<file path="config.mk">
export PLATFORM = sky130hd
export DESIGN_NAME = addsub_unit
export DESIGN_NICKNAME = d
export VERILOG_FILES = /design/src/rtl/addsub_pkg.sv /design/src/rtl/addsub_operand_sel.sv /design/src/rtl/addsub_adder.sv /design/src/rtl/addsub_ovf_detect.sv /design/src/rtl/addsub_unit.sv
export SDC_FILE = /design/constraint.sdc
export NUM_CORES = 1
export LEC_CHECK = 0
export BUFFER_PORTS_ARGS = -buffer_cell sky130_fd_sc_hd__buf_2
export CAP_MARGIN = 20
export CORE_ASPECT_RATIO = 1.25
export CORE_MARGIN = 5
export CORE_UTILIZATION = 45
export DETAILED_ROUTE_END_ITERATION = 8
export GPL_TIMING_DRIVEN = 0
export PLACE_DENSITY = 0.83
export SYNTH_ARGS = -nofsm -noshare
export SYNTH_HDL_FRONTEND = slang
export SYNTH_SLANG_ARGS = --single-unit
</file>
<file path="constraint.sdc">
create_clock -name vclk -period 4.05
set_clock_uncertainty 0.2 [all_clocks]
set_input_delay 0.6075 -clock vclk [all_inputs]
set_output_delay 0.6075 -clock vclk [all_outputs]
set_load 0.02 [all_outputs]
</file>
<file path="src/rtl/addsub_pkg.sv">
package addsub_pkg;

  localparam logic [2:0] OP_ADD   = 3'd0;
  localparam logic [2:0] OP_ADDU  = 3'd1;
  localparam logic [2:0] OP_SUB   = 3'd2;
  localparam logic [2:0] OP_SUBU  = 3'd3;
  localparam logic [2:0] OP_ADDI  = 3'd4;
  localparam logic [2:0] OP_ADDIU = 3'd5;

  typedef struct packed {
    logic valid;
    logic use_imm;
    logic is_sub;
    logic checked;
  } op_ctl_t;

  // Opcode bits: [0] unchecked, [1] subtract, [2] immediate; imm+sub is undefined.
  function automatic op_ctl_t decode_op(input logic [2:0] op);
    op_ctl_t c;
    c.valid   = !(op[2] && op[1]);
    c.use_imm = op[2];
    c.is_sub  = op[1];
    c.checked = !op[0];
    return c;
  endfunction

endpackage

</file>
<file path="src/rtl/addsub_operand_sel.sv">
module addsub_operand_sel #(
  parameter int W  = 32,
  parameter int IW = 16
) (
  input  logic [W-1:0]  rs_b,
  input  logic [IW-1:0] imm,
  input  logic          use_imm,
  output logic [W-1:0]  opnd_b
);

  logic [W-1:0] imm_ext;

  generate
    if (IW < W) begin : g_extend
      assign imm_ext = {{(W-IW){imm[IW-1]}}, imm};
    end else begin : g_trunc
      assign imm_ext = imm[W-1:0];
    end
  endgenerate

  assign opnd_b = use_imm ? imm_ext : rs_b;

endmodule

</file>
<file path="src/rtl/addsub_adder.sv">
module addsub_adder #(
  parameter int W = 32
) (
  input  logic [W-1:0] a,
  input  logic [W-1:0] b,
  input  logic         is_sub,
  output logic [W-1:0] sum
);

  // One shared adder: subtraction feeds the inverted operand and a carry-in of 1.
  function automatic logic [W-1:0] add_core(input logic [W-1:0] x,
                                            input logic [W-1:0] y,
                                            input logic         cin);
    return x + (y ^ {W{cin}}) + {{(W-1){1'b0}}, cin};
  endfunction

  assign sum = add_core(a, b, is_sub);

endmodule

</file>
<file path="src/rtl/addsub_ovf_detect.sv">
module addsub_ovf_detect #(
  parameter int W = 32
) (
  input  logic [W-1:0] a,
  input  logic [W-1:0] b,
  input  logic [W-1:0] sum,
  input  logic         is_sub,
  output logic         ovf_raw
);

  function automatic logic sign_ovf(input logic sa, input logic sb,
                                    input logic sr, input logic sub);
    logic same_dir;
    same_dir = sub ? (sa != sb) : (sa == sb);
    return same_dir && (sr != sa);
  endfunction

  assign ovf_raw = sign_ovf(a[W-1], b[W-1], sum[W-1], is_sub);

endmodule

</file>
<file path="src/rtl/addsub_unit.sv">
module addsub_unit
  import addsub_pkg::*;
#(
  parameter int W  = 32,
  parameter int IW = 16
) (
  input  logic [2:0]    op_i,
  input  logic [W-1:0]  rs_a_i,
  input  logic [W-1:0]  rs_b_i,
  input  logic [IW-1:0] imm_i,
  input  logic          wr_req_i,
  output logic [W-1:0]  result_o,
  output logic          ovf_o,
  output logic          wr_en_o
);

  op_ctl_t      ctl;
  logic         op_valid;
  logic [W-1:0] opnd_b;
  logic [W-1:0] raw_sum;
  logic         ovf_raw;

  assign ctl      = decode_op(op_i);
  assign op_valid = ctl.valid;

  addsub_operand_sel #(.W(W), .IW(IW)) u_sel (
    .rs_b    (rs_b_i),
    .imm     (imm_i),
    .use_imm (ctl.use_imm),
    .opnd_b  (opnd_b)
  );

  addsub_adder #(.W(W)) u_add (
    .a      (rs_a_i),
    .b      (opnd_b),
    .is_sub (ctl.is_sub),
    .sum    (raw_sum)
  );

  addsub_ovf_detect #(.W(W)) u_ovf (
    .a       (rs_a_i),
    .b       (opnd_b),
    .sum     (raw_sum),
    .is_sub  (ctl.is_sub),
    .ovf_raw (ovf_raw)
  );

  assign result_o = op_valid ? raw_sum : '0;
  assign ovf_o    = op_valid && ctl.checked && ovf_raw;
  assign wr_en_o  = op_valid && wr_req_i && !ovf_o;

endmodule

</file>
==> flow_summary.ini, run 1 <==
[timing]
fmax_ghz = 0.243
slew_viol_final = 0
worst_slack_ns = -0.0709
timing.final.crit_share_pct = 102
worst_pin_slew_ns = 0.704
hold_violations = 0
rsz0062_at_grt = yes
whs_ns = 1.31
slew_headroom_pct = 53.1
layout_min_cycle_time_ns = 4.12
setup_viol = 10

[synth]
yosysWarnings = 0
synth_top_area_cell = xnor2_1
synth-simple-area-share_pct = 20.1
synth_mux_area_share_pct = 8.38
synth_top_family_by_area = compound AO/OA/AOI/OAI gates
synth_xor_area_share_pct = 20.4
synth_area_per_cell_um2 = 7.04
synthAdderAreaFrac_pct = 16.1
synth_area_um2 = 2450
yosysUniqueCellTypes = 58
synth_fp_nets = 463
synth_area_leaders = xnor2_1 18%, ha_1 15%, a21oi_1 9.4%
synth_compound_area_share_pct = 31.0
netlist.area_leader.share_pct = 17.9
syn_inst = 348
ys_seq_area_share_pct = 0

[global_route]
grt_overflow = 0
grt_use_total_pct = 23.4
antenna_found_initial = 0
grt_max_degree = 11
grt_pass1_vias = 3292
grt_pass1_wl_mm = 14.3

[detailed_routing]
wl_per_cell_um = 18.8
ant_nets = 0
drcViolationCount = 0
vias = 3480
initialDrtViolationCount = 265
via_per_inst = 6.21
wirelength_mm = 10.5
drtPass1Iterations = 5

[layout]
layout.nets = 613
stdcell_area_um2 = 3960
antenna_cells = 0
seq_cells = 0
seq_area_um2 = 0
utilization_pct = 73.8
syn2layout_area_growth_pct = 61.8
drive_above_1_share_pct = 50.8
clock_buffers = 0

[worst_setup_path]
worst_ep_arrival_time_ns = 3.31
crit_chain = buf_12 > and2_4 > buf_8 > a21oi_1 > xnor2_1 > ha_1 > nand2_1 > nor3_1 > and3_1 > nand3_2 > nand3_2 > mux2i_2 > o211a_1 > buf_6
crit_fanout = 10
crit_top_cell = nand3_2
worstSetupPathType = input pin to primary output
max_stage_delay_ns = 0.41
worst-endpoint-required_ns = 3.24
endpoint_kind = primary output
cp_num_cells = 14
crit_family = simple AND/OR/NAND/NOR gates
cp-start-kind = input pin
crit_slowest_cell = ha_1
critPathBufInv = 3

[placement]
gp_congestion = 0.936
io_buffers = 116
placed_cell_area_um2 = 3150
dpl.hpwl_mm = 6.77
dp_slack_ns = -0.586

[floorplan]
ios = 118
placementRows = 30
start_util_pct = 45.6
core_um2 = 5370
die_y_um = 92.5
die_x_um = 76.0
dieArea_um2 = 7030

[hold_path]
hp-class = input pin to primary output
hold_depth = 3

[power_and_ir_drop]
clkPwrFrac_pct = 0
switchingPower_uw = 689
powerDensity_nw_per_um2 = 312
switching_share_pct = 55.8
power.leakage_nw = 1.79
p_seq_share_pct = 0
p_int_uw = 547
combPwrFrac_pct = 100.0
ir_worst_vdd_v = 0.000195
total_power_mw = 1.24

[status]
outcome = finished, violations left
violations = setup timing

[job]
drv_cap = 0
[repair_timing]
| action | in CTS | in global routing |
|---|---|---|
| pin swaps | 28 | 30 |
| hold buffers | 0 | 0 |
| endpoints found under the setup margin | 23 | 19 |
| endpoints found under the hold margin | 0 | 0 |
| resized for setup | 49 | 79 |
| cloned | 1 | 0 |
| buffers inserted | 27 | 8 |
[kinds of logic after synthesis]
logic type | after synthesis
simple gates | 104
compound gates | 112
mux | 20
xor+xnor | 57
fa+ha+maj | 31
buf+inv | 24
[final cells by class]
type | count | area [µm²]
well taps | 64 | 80.1
plain buffers | 13 | 134
repair buffers | 152 | 898
inverters | 7 | 28.8
multi-input cells | 324 | 2820
fillers | 364 | 1410
[layer usage]
| layer | GRT usage, % | wire [µm] | vias up |
|---|---|---|---|
| met5 | 0 | 0 | - |
| met4 | 8.31 | 476 | 0 |
| met3 | 3.60 | 784 | 55 |
| met2 | 45.4 | 5510 | 219 |
| met1 | 25.1 | 3740 | 1641 |
| li1 | - | - | 1565 |
[stage by stage]
step / instances / TNS (ns)
floorplan: 348 / -0.0280
global placement: 528 / -6.74
detailed placement: 528 / -7.64
CTS: 553 / -0.0464
global route: 560 / -2.06
finish: 560 / -0.288
[power groups by stage]
stage / sequential, mW / clock (mW) / combinational (mW)
after detailed placement: 0 / 0 / 0.926
after floorplan: 0 / 0 / 0.685
after global placement: 0 / 0 / 0.909
after CTS: 0 / 0 / 1.04
after global routing: 0 / 0 / 1.31
final: 0 / 0 / 1.24
[synthesized netlist by cell type, drive strengths merged, types with 5 or more instances]
master / count
xnor2: 50
a21oi: 48
nor2: 39
ha: 30
nand2: 24
mux2i: 19
o21ai: 18
clkbuf: 13
a21o: 12
nand3: 8
nor3: 7
xor2: 7
inv: 6
and2: 5
nor2b: 5
o21bai: 5
[path summary, 6_finish.rpt]
path	from	endpoint	slack, ns
setup / recovery	op_i[2]	wr_en_o	-0.07
hold / removal	op_i[0]	ovf_o	1.31
[layout by cell type, fill, tap and decap left out, drive strengths merged, types with 2 or more instances in the layout]
cell	n
nand4	4
buf	158
nand2b	3
ha	30
o21bai	5
and3	2
a221oi	3
nor3	7
a21oi	48
and2	5
o211ai	2
a41oi	2
o22ai	2
mux2i	19
clkbuf	7
xor2	7
nand3	8
o21ai	18
a211oi	3
o31ai	2
a311oi	3
nor2b	5
or3	2
nor2	39
xnor2	50
nand2	24
o21a	3
a21o	12
inv	7
(Power assumes the default switching activity.)
==> run 2: changes to the inputs <==
- CORE_UTILIZATION: 45 -> 50
- GPL_TIMING_DRIVEN: 0 -> default
- PLACE_DENSITY: 0.83 -> 0.88
- clock period: 4.05 -> 4.1 ns (I/O delays scaled with it)
==> run 2 against run 1 <==
- power is 22% higher
- the run ends with DRC, setup timing left
- sequential share of layout area stayed put
- critical path depth is 1 higher
- largest cell class unchanged
- utilization is 21 points higher
- die area is 8.8% lower
==> flow_summary.ini, run 2 (synthesis gave the netlist of run 1 again) <==
[timing]
rsz0062_at_grt = yes
timing.final.crit_share_pct = 109
finalSetupTns_ns = -4.63
slew_viol_final = 0
fmax_ghz = 0.223
slew_headroom_pct = 66.9
hold_violations = 0
worst_pin_slew_ns = 0.496
layout_min_cycle_time_ns = 4.49
setup_viol = 22
worst_slack_ns = -0.386

[worst_setup_path]
worst_ep_arrival_time_ns = 3.67
crit_chain = buf_12 > buf_12 > and2_4 > buf_8 > a21oi_4 > xnor2_1 > ha_2 > a21oi_1 > o21ai_0 > a21oi_2 > o21a_1 > a2bb2oi_4 > a221oi_4 > mux2i_2 > buf_4
worst-endpoint-required_ns = 3.28
worstSetupPathType = input pin to primary output
cp-start-kind = input pin
endpoint_kind = primary output
crit_start = op_i[2]
crit_slowest_cell = ha_2
crit_fanout = 7
crit_top_cell = buf_12
crit_family = compound AO/OA/AOI/OAI gates
critPathBufInv = 4
max_stage_delay_ns = 0.37

[global_route]
use_met3_pct = 5.57
met2_usage_pct = 58.3
antenna_found_initial = 1
grt_max_degree = 22
grt_overflow = 0
grt_pass1_wl_mm = 16.4
grt-busiest-layer = met2
grt_pass1_vias = 3776
grt_use_total_pct = 31.2
gr-usage-met1_pct = 31.3

[layout]
final_common_cell = buf_2
clock_buffers = 0
stdcell_area_um2 = 4480
drive_above_1_share_pct = 56.9
seq_cells = 0
layout.nets = 667
layout_common_cells = 104 x buf_2, 95 x buf_4, 46 x xnor2_1, 35 x nor2_1, 24 x nand2_1
final_cells = 611
syn2layout_area_growth_pct = 83.1
seq_area_um2 = 0

[floorplan]
start_util_pct = 51.8
ios = 118
dieArea_um2 = 6410
die_x_um = 72.6
placementRows = 28
core_um2 = 4730
die_y_um = 88.2

[detailed_routing]
drcViolationCount = 2
wl_per_cell_um = 26.4
via_per_inst = 7.13
initialDrtViolationCount = 765
wirelength_mm = 16.1
drtPass1Iterations = 9
ant_nets = 0
vias = 4356

[placement]
dpl.hpwl_mm = 7.78
place_inst = 591
gp_congestion = 0.913
io_buffers = 118
placed_cell_area_um2 = 3730

[power_and_ir_drop]
power.leakage_nw = 2.08
powerDensity_nw_per_um2 = 335
ir_worst_vdd_v = 0.000217

[hold_path]
hp-start = op_i[0]
hp-class = input pin to primary output

[status]
outcome = finished, violations left
violations = DRC, setup timing

[job]
drv_cap = 0

[cts]
ctsHoldBuffers = 0
[run 2: changes by cell type in the layout (fill, tap and decap cells not counted), sizes merged]
cell,before,now
clkinvlp,0,1
inv,7,6
buf,158,218
clkbuf,7,1
diode,0,1
[run 2: where the power goes]
| group | internal (mW) | switching (mW) |
|---|---|---|
| logic | 0.660 | 0.844 |
| clock network | 0.0000000326 | 0 |
| registers | 0 | 0 |
| total | 0.660 | 0.844 |
[run 2: worst paths after layout]
| kind | end | slack [ns] | cells after the start |
|---|---|---|---|
| setup / recovery | result_o[30] | -0.39 | 15 |
| hold / removal | ovf_o | 1.34 | 3 |
[run 2: stage by stage]
| step | total power [mW] | util (%) | hold WS [ns] | worst slack (ns) |
|---|---|---|---|---|
| floorplan | 0.677 | - | 1.08 | 0.00700 |
| global placement | 1.06 | 78.8 | 1.30 | -0.0486 |
| detailed placement | 1.09 | 78.8 | 1.31 | -0.178 |
| CTS | 1.15 | 82.4 | 1.31 | -0.00647 |
| global route | 1.55 | 94.8 | 1.35 | -0.443 |
| finish | 1.50 | 94.8 | 1.34 | -0.386 |
[run 2: area by class of cell]
cell class	instances	area (µm²)
fill	133	245
inverter	7	30.0
tap	60	75.1
antenna	1	2.50
timing repair buffer	219	1510
multi-input combinational	324	2870
[run 2: timing repair]
item,CTS,global route
pin swaps,18,50
endpoints found under the setup margin,16,22
buffers inserted,3,16
gates resized for setup,34,103
[run 2: routing by layer]
metal / up-vias / share of wire [%]
li1: 1674 / -
met1: 1936 / 31
met2: 543 / 46
met3: 203 / 13
met4: 0 / 11
met5: - / 0
